## config.mk

```make
export PLATFORM = sky130hd
export DESIGN_NAME = irq_byte_aggregator
export DESIGN_NICKNAME = d
export VERILOG_FILES = /design/src/rtl/irq_agg_pkg.sv /design/src/rtl/irq_agg_sync.sv /design/src/rtl/irq_agg_bank.sv /design/src/rtl/irq_byte_aggregator.sv
export SDC_FILE = /design/constraint.sdc
export NUM_CORES = 1
export LEC_CHECK = 0
export CAP_MARGIN = 20
export CORE_UTILIZATION = 52
export CTS_BUF_LIST = sky130_fd_sc_hd__clkbuf_8
export CTS_CLUSTER_SIZE = 16
export DETAILED_ROUTE_END_ITERATION = 10
export PLACE_DENSITY = 0.74
export SLEW_MARGIN = 20
export SYNTH_ARGS = -nofsm -noshare
export SYNTH_HDL_FRONTEND = slang
export SYNTH_SLANG_ARGS = --single-unit
export TNS_END_PERCENT = 20
```

## constraint.sdc

```tcl
create_clock -name clk -period 1.55 [get_ports clk]
set_input_delay 0.3875 -clock clk [delete_from_list [all_inputs] [get_ports clk]]
set_output_delay 0.3875 -clock clk [all_outputs]
set_load 0.005 [all_outputs]
```

## src/rtl/irq_agg_pkg.sv

```systemverilog
package irq_agg_pkg;
  typedef enum logic {
    SEL_STATUS = 1'b0,
    SEL_MASK   = 1'b1
  } reg_sel_e;
endpackage

```

## src/rtl/irq_agg_sync.sv

```systemverilog
module irq_agg_sync #(
  parameter int WIDTH = 24
) (
  input  logic             clk,
  input  logic             rst_n,
  input  logic [WIDTH-1:0] async_in,
  output logic [WIDTH-1:0] lvl_out,
  output logic [WIDTH-1:0] rise_out
);
  logic [WIDTH-1:0] meta_q;
  logic [WIDTH-1:0] sync_q;
  logic [WIDTH-1:0] hist_q;

  always_ff @(posedge clk) begin
    if (!rst_n) begin
      meta_q <= '0;
      sync_q <= '0;
      hist_q <= '0;
    end else begin
      meta_q <= async_in;
      sync_q <= meta_q;
      hist_q <= sync_q;
    end
  end

  assign lvl_out  = sync_q;
  assign rise_out = sync_q & ~hist_q;
endmodule

```

## src/rtl/irq_agg_bank.sv

```systemverilog
module irq_agg_bank #(
  parameter int BANK_W  = 8,
  parameter bit HAS_LVL = 1'b0,
  parameter int LVL_BIT = 0
) (
  input  logic              clk,
  input  logic              rst_n,
  input  logic [BANK_W-1:0] lvl_in,
  input  logic [BANK_W-1:0] rise_in,
  input  logic              rd_stat,
  input  logic              wr_mask,
  input  logic [BANK_W-1:0] wr_data,
  output logic [BANK_W-1:0] stat_view,
  output logic [BANK_W-1:0] mask_view,
  output logic              pend_any
);
  localparam logic [BANK_W-1:0] LVL_VEC =
    HAS_LVL ? (BANK_W'(1) << LVL_BIT) : '0;

  logic [BANK_W-1:0] edge_q;
  logic [BANK_W-1:0] mask_q;
  logic [BANK_W-1:0] edge_keep;
  logic [BANK_W-1:0] edge_nxt;

  // Clearing uses the bits present now; a new capture is OR'ed in after.
  always_comb begin
    edge_keep = rd_stat ? '0 : edge_q;
    edge_nxt  = (edge_keep | (rise_in & mask_q)) & ~LVL_VEC;
  end

  always_ff @(posedge clk) begin
    if (!rst_n) begin
      edge_q <= '0;
      mask_q <= '0;
    end else begin
      edge_q <= edge_nxt;
      if (wr_mask) mask_q <= wr_data;
    end
  end

  assign stat_view = (edge_q & ~LVL_VEC) | (lvl_in & LVL_VEC);
  assign mask_view = mask_q;
  assign pend_any  = |(stat_view & mask_q);
endmodule

```

## src/rtl/irq_byte_aggregator.sv

```systemverilog
module irq_byte_aggregator #(
  parameter int NUM_BANKS = 3,
  parameter int BANK_W    = 8,
  parameter int LVL_SRC   = 2,
  parameter int SEL_W     = 2,
  localparam int NUM_SRC  = NUM_BANKS * BANK_W
) (
  input  logic               clk,
  input  logic               rst_n,
  input  logic [NUM_SRC-1:0] irq_in,
  input  logic [SEL_W-1:0]   bank_sel,
  input  logic               reg_sel,
  input  logic               rd_stb,
  input  logic               wr_stb,
  input  logic [BANK_W-1:0]  wr_data,
  output logic [BANK_W-1:0]  rd_data,
  output logic               irq_out
);
  import irq_agg_pkg::*;

  localparam int LVL_BANK = LVL_SRC / BANK_W;
  localparam int LVL_BIT  = LVL_SRC % BANK_W;

  logic [NUM_SRC-1:0]   sync_lvl;
  logic [NUM_SRC-1:0]   sync_rise;
  logic [NUM_SRC-1:0]   status_flat;
  logic [NUM_SRC-1:0]   mask_flat;
  logic [NUM_BANKS-1:0] pend_vec;
  logic                 sel_ok;
  logic [BANK_W-1:0]    rd_mux;
  logic                 irq_q;
  logic [BANK_W-1:0]    rd_q;

  assign sel_ok = (int'(bank_sel) < NUM_BANKS);

  irq_agg_sync #(.WIDTH(NUM_SRC)) u_sync (
    .clk      (clk),
    .rst_n    (rst_n),
    .async_in (irq_in),
    .lvl_out  (sync_lvl),
    .rise_out (sync_rise)
  );

  for (genvar b = 0; b < NUM_BANKS; b++) begin : g_bank
    logic hit;
    assign hit = (bank_sel == SEL_W'(b));

    irq_agg_bank #(
      .BANK_W  (BANK_W),
      .HAS_LVL (b == LVL_BANK),
      .LVL_BIT (LVL_BIT)
    ) u_bank (
      .clk       (clk),
      .rst_n     (rst_n),
      .lvl_in    (sync_lvl[b*BANK_W +: BANK_W]),
      .rise_in   (sync_rise[b*BANK_W +: BANK_W]),
      .rd_stat   (rd_stb && hit && (reg_sel == SEL_STATUS)),
      .wr_mask   (wr_stb && hit && (reg_sel == SEL_MASK)),
      .wr_data   (wr_data),
      .stat_view (status_flat[b*BANK_W +: BANK_W]),
      .mask_view (mask_flat[b*BANK_W +: BANK_W]),
      .pend_any  (pend_vec[b])
    );
  end

  always_comb begin
    rd_mux = '0;
    if (sel_ok) begin
      if (reg_sel == SEL_MASK) rd_mux = mask_flat[int'(bank_sel)*BANK_W +: BANK_W];
      else                     rd_mux = status_flat[int'(bank_sel)*BANK_W +: BANK_W];
    end
  end

  always_ff @(posedge clk) begin
    if (!rst_n) begin
      rd_q  <= '0;
      irq_q <= 1'b0;
    end else begin
      if (rd_stb) rd_q <= rd_mux;
      irq_q <= |pend_vec;
    end
  end

  assign rd_data = rd_q;
  assign irq_out = irq_q;
endmodule

```

==> results list <==
* Worst VDD drop: 914 uV
- Area Growth Syn to Fin: 23.0%
- Synthesis produced 450 cells.
* Power density of the placed cells: 1130 nW/um^2
* Finish-stage setup viols: 0
* 1st-pass router iterations: 4
- Global placer's final weighted congestion: 0.923
- Number of nets at the end of the flow: 559
- Diode insertion count for antenna repair: 0
- Combined buffer and inverter count along the critical path: 2
- The number of hold violations in the final report is 0.
* Sum of net half-perimeters after detailed placement: 6.85 mm
* Most common library cell in the layout ignoring fill and taps: sky130_fd_sc_hd__dfxtp_1
- In this run, flip-flops and latches consume 54.3% of the power.
- Clk network pwr share: 39.7%
- The core region is 8300 sq um.
* CTS tree: done
- Critical R2R Launch: g_bank[2].u_bank.mask_view[3]
- The clock passes through at most 2 buffers.
- Aggregate global routing overflow: 0
- The number of cells on the worst reg-to-reg path is 3.
- Flop and latch count out of synthesis: 127
- Setup repair after global routing could not meet its margin everywhere.
* Nets in the synthesized netlist: 489
- Routed vias: 3329
- Entering global routing, the biggest net connects 64 pins.
- Min-Delay Endpoint: u_sync.lvl_out[18]
- Count of routing violations after the opening detailed-route iteration: 176
- Hold is met by 0.431 ns.
* Classification of the worst-slack hold path: flop to flop
- Number of design rule violations left after detail routing: 0
* Data required, critical path: 1.86 ns
* # clock sinks: 127
- In this design, the stage delay of the slowest critical-path cell is 0.52 ns.
* Cell at the root of the clock tree: sky130_fd_sc_hd__clkbuf_8
- Internal cell power: 4.75 mW
- For this design the top-level I/O count stands at 48.
- Across every metal layer, demand over resource in global routing totals 24.1%.
* Final Core Density: 66.9%
- Result of the run: completed
* Number of enable-type register cells in the synthesized netlist: 0
- For this design the total switching power over the nets is 1.50 mW.
- The number of global-route vias before repair was 3164.
- Headroom to the max-slew limit came out at 58.7%.
* Cts bufs inserted: 17
- Cells along the critical path: clkdlybuf4s50_1, buf_4, mux2_2, a21oi_1, o21ai_1
* Fraction of final layout cells with drive strength greater than 1: 13.2%
- Critical path depth in cells: 5
- The floorplan step defined a die boundary enclosing 9060 sq um.
- Chip height: 95.2 microns
- Initial antenna violation count: 0
- Across the run, the number of max-cap violations was 0.
- The cell area that synthesis handed to floorplanning was 4510 sq um.
- Area post-placement: 5210 sq um
- Along the worst path, the maximum fanout reaches 13.
- Counting distinct cell types in the post-synthesis netlist gives 27.
- The Yosys step of the flow raised 0 warnings.
- Tightest Pin Transition: 0.619 ns
- Initial Utilization: 54.4%
* Part of the total power dissipated in combinational logic: 6.0%
- Input and output buffers added on the ports amount to 47.
- In this run the most critical hold path is launched from u_sync.meta_q[18].
- Min cycle time layout: 1.52 ns
- Number of buffers inserted for hold repair after clock tree synthesis: 0
- For this design the static power due to leakage is 2.11 nW.
* Number of cells on the worst hold path: 1
- Wire length of the first global-routing pass: 16.0 mm
- Among all stages on the critical path, the largest delay is contributed by sky130_fd_sc_hd__clkdlybuf4s50_1.
* Worst setup SP type: input pin
* CP Class: input pin to flop
- Derived from the worst setup path, the maximum achievable clock frequency is 0.658 GHz.
* Post-synthesis async set-or-reset flop share: 0%
- Main flop type after synthesis: sky130_fd_sc_hd__dfxtp_1
* Final setup TNS: 0 ns
- Clock-pin slew reported for the worst setup and hold paths after clock tree synthesis: 0.07 ns
* Post-route clock skew: 0.0105 ns
* Total Power Consumption: 6.25 mW
- Most frequent cells in the layout: sky130_fd_sc_hd__dfxtp_1, sky130_fd_sc_hd__and2_1, sky130_fd_sc_hd__nand2_1
- For this block, the routed nets add up to 9.87 mm of wire.
- Reg2reg end: irq_out
* Die W: 95.2 microns
- Number of H-tree levels: 4
- The detail route stage leaves a number of antenna-violating nets equal to 0.
- After routing the design area is 5550 sq um.
- Kind of cell adding the most delay to the critical path: buffers and inverters
- The initialized floorplan defines 33 standard-cell rows.
- STA puts the critical path data arrival time at 1.83 ns.
- Dividing the detail-routed wire length by the instance count gives 15.5 microns.
- Period Utilization, post-route: 98.0%
- The layout has 695 filler cells.
- Using the TritonRoute via totals, the vias-per-cell ratio works out to 5.23.
- Sort of element at the end of the critical path: flop
- A synthesized cell averages 10.0 sq um.
- Clock latency on the worst-skew pair, taken at its later pin, is 0.43 ns.
- The count of pins over their slew limit is 0.
* Switching share of power: 24.0%
- Setup slack on the worst flop-to-flop path: 0.43 ns
- Sequential-to-total area share from yosys stat: 56.3%
how the worst max path moves through the flow:
stage / startpoint / endpoint / slack (ns)
3_3_place_gp: reg_sel / rd_data[1] / -0.36
2_1_floorplan: reg_sel / rd_data[5] / 0.21
4_1_cts: rd_data[7] / rd_data[7] / -0.12
5_1_grt: reg_sel / rd_data[1] / -0.02
3_5_place_dp: reg_sel / rd_data[1] / -0.39
6_report: reg_sel / rd_data[1] / 0.03
cells in the mapped netlist, drive strengths merged (6+ instances only):
library cell  instances  area share [%]
dfxtp               127              56
and2                 71             9.8
nand2                62             5.2
nor2b                27             3.7
a21boi               24             4.0
a32oi                22             4.3
inv                  22             1.8
mux2i                16             3.5
clkbuf               13             1.1
a22oi                12             2.0
a21oi                 9             1.0
mux2                  8             2.0
o21ai                 8            0.89
o22ai                 8             1.1
buf                   6            0.89
per-layer routing:
metal  vias up  part of all wire, %  global-route usage [%]
li1       1658                    -                       -
met1      1573                   47                    32.2
met2        83                   47                    36.5
met3        15                  5.1                    6.70
met4         0                  1.5                    9.97
met5         -                    0                       0
registers in the layout, indices dropped and copies added, names as in the netlist:
register / count
g_bank.u_bank.mask_view: 24
u_sync.lvl_out: 24
u_sync.meta_q: 24
u_sync.hist_q: 23
g_bank.u_bank.stat_view: 16
rd_data: 8
g_bank.u_bank.edge_q: 7
irq_out: 1
power groups by stage:
stage,clock network (mW),logic [mW],registers [mW]
global placement,0,0.368,3.47
finish,2.48,0.377,3.39
global route,2.68,0.412,3.40
floorplan,0,0.189,3.45
detailed placement,0,0.375,3.47
CTS,2.54,0.376,3.39
cell type report:
| type | instances | area [sq um] | share of cell area [%] |
|---|---|---|---|
| multi-input combinational | 282 | 1800 | 32.4 |
| sequential | 127 | 2550 | 45.9 |
| tap | 105 | 131 | 2.37 |
| timing repair buffer | 70 | 643 | 11.6 |
| clock buffer | 19 | 262 | 4.71 |
| clock inverter | 11 | 87.6 | 1.58 |
| inverter | 22 | 82.6 | 1.49 |
per-stage QoR:
step | cells | worst slack, ns
4_1_cts | 636 | -0.121
6_report | 636 | 0.0307
2_1_floorplan | 450 | 0.206
3_5_place_dp | 606 | -0.389
3_3_place_gp | 606 | -0.355
5_1_grt | 636 | -0.0201
repair_timing:
action,CTS,global route
setup endpoints to repair,9,3
setup buffers,0,0
gates resized for setup,11,1
pin swaps,0,0
logic make-up after synthesis:
kind of cell,share of synthesized area [%]
AOI/OAI and AO/OA,13.4
buffers and inverters,3.80
DFF,56.3
muxes,5.54
and+or+nand+nor,20.9
No activity file was read; power rests on OpenSTA's default activity.
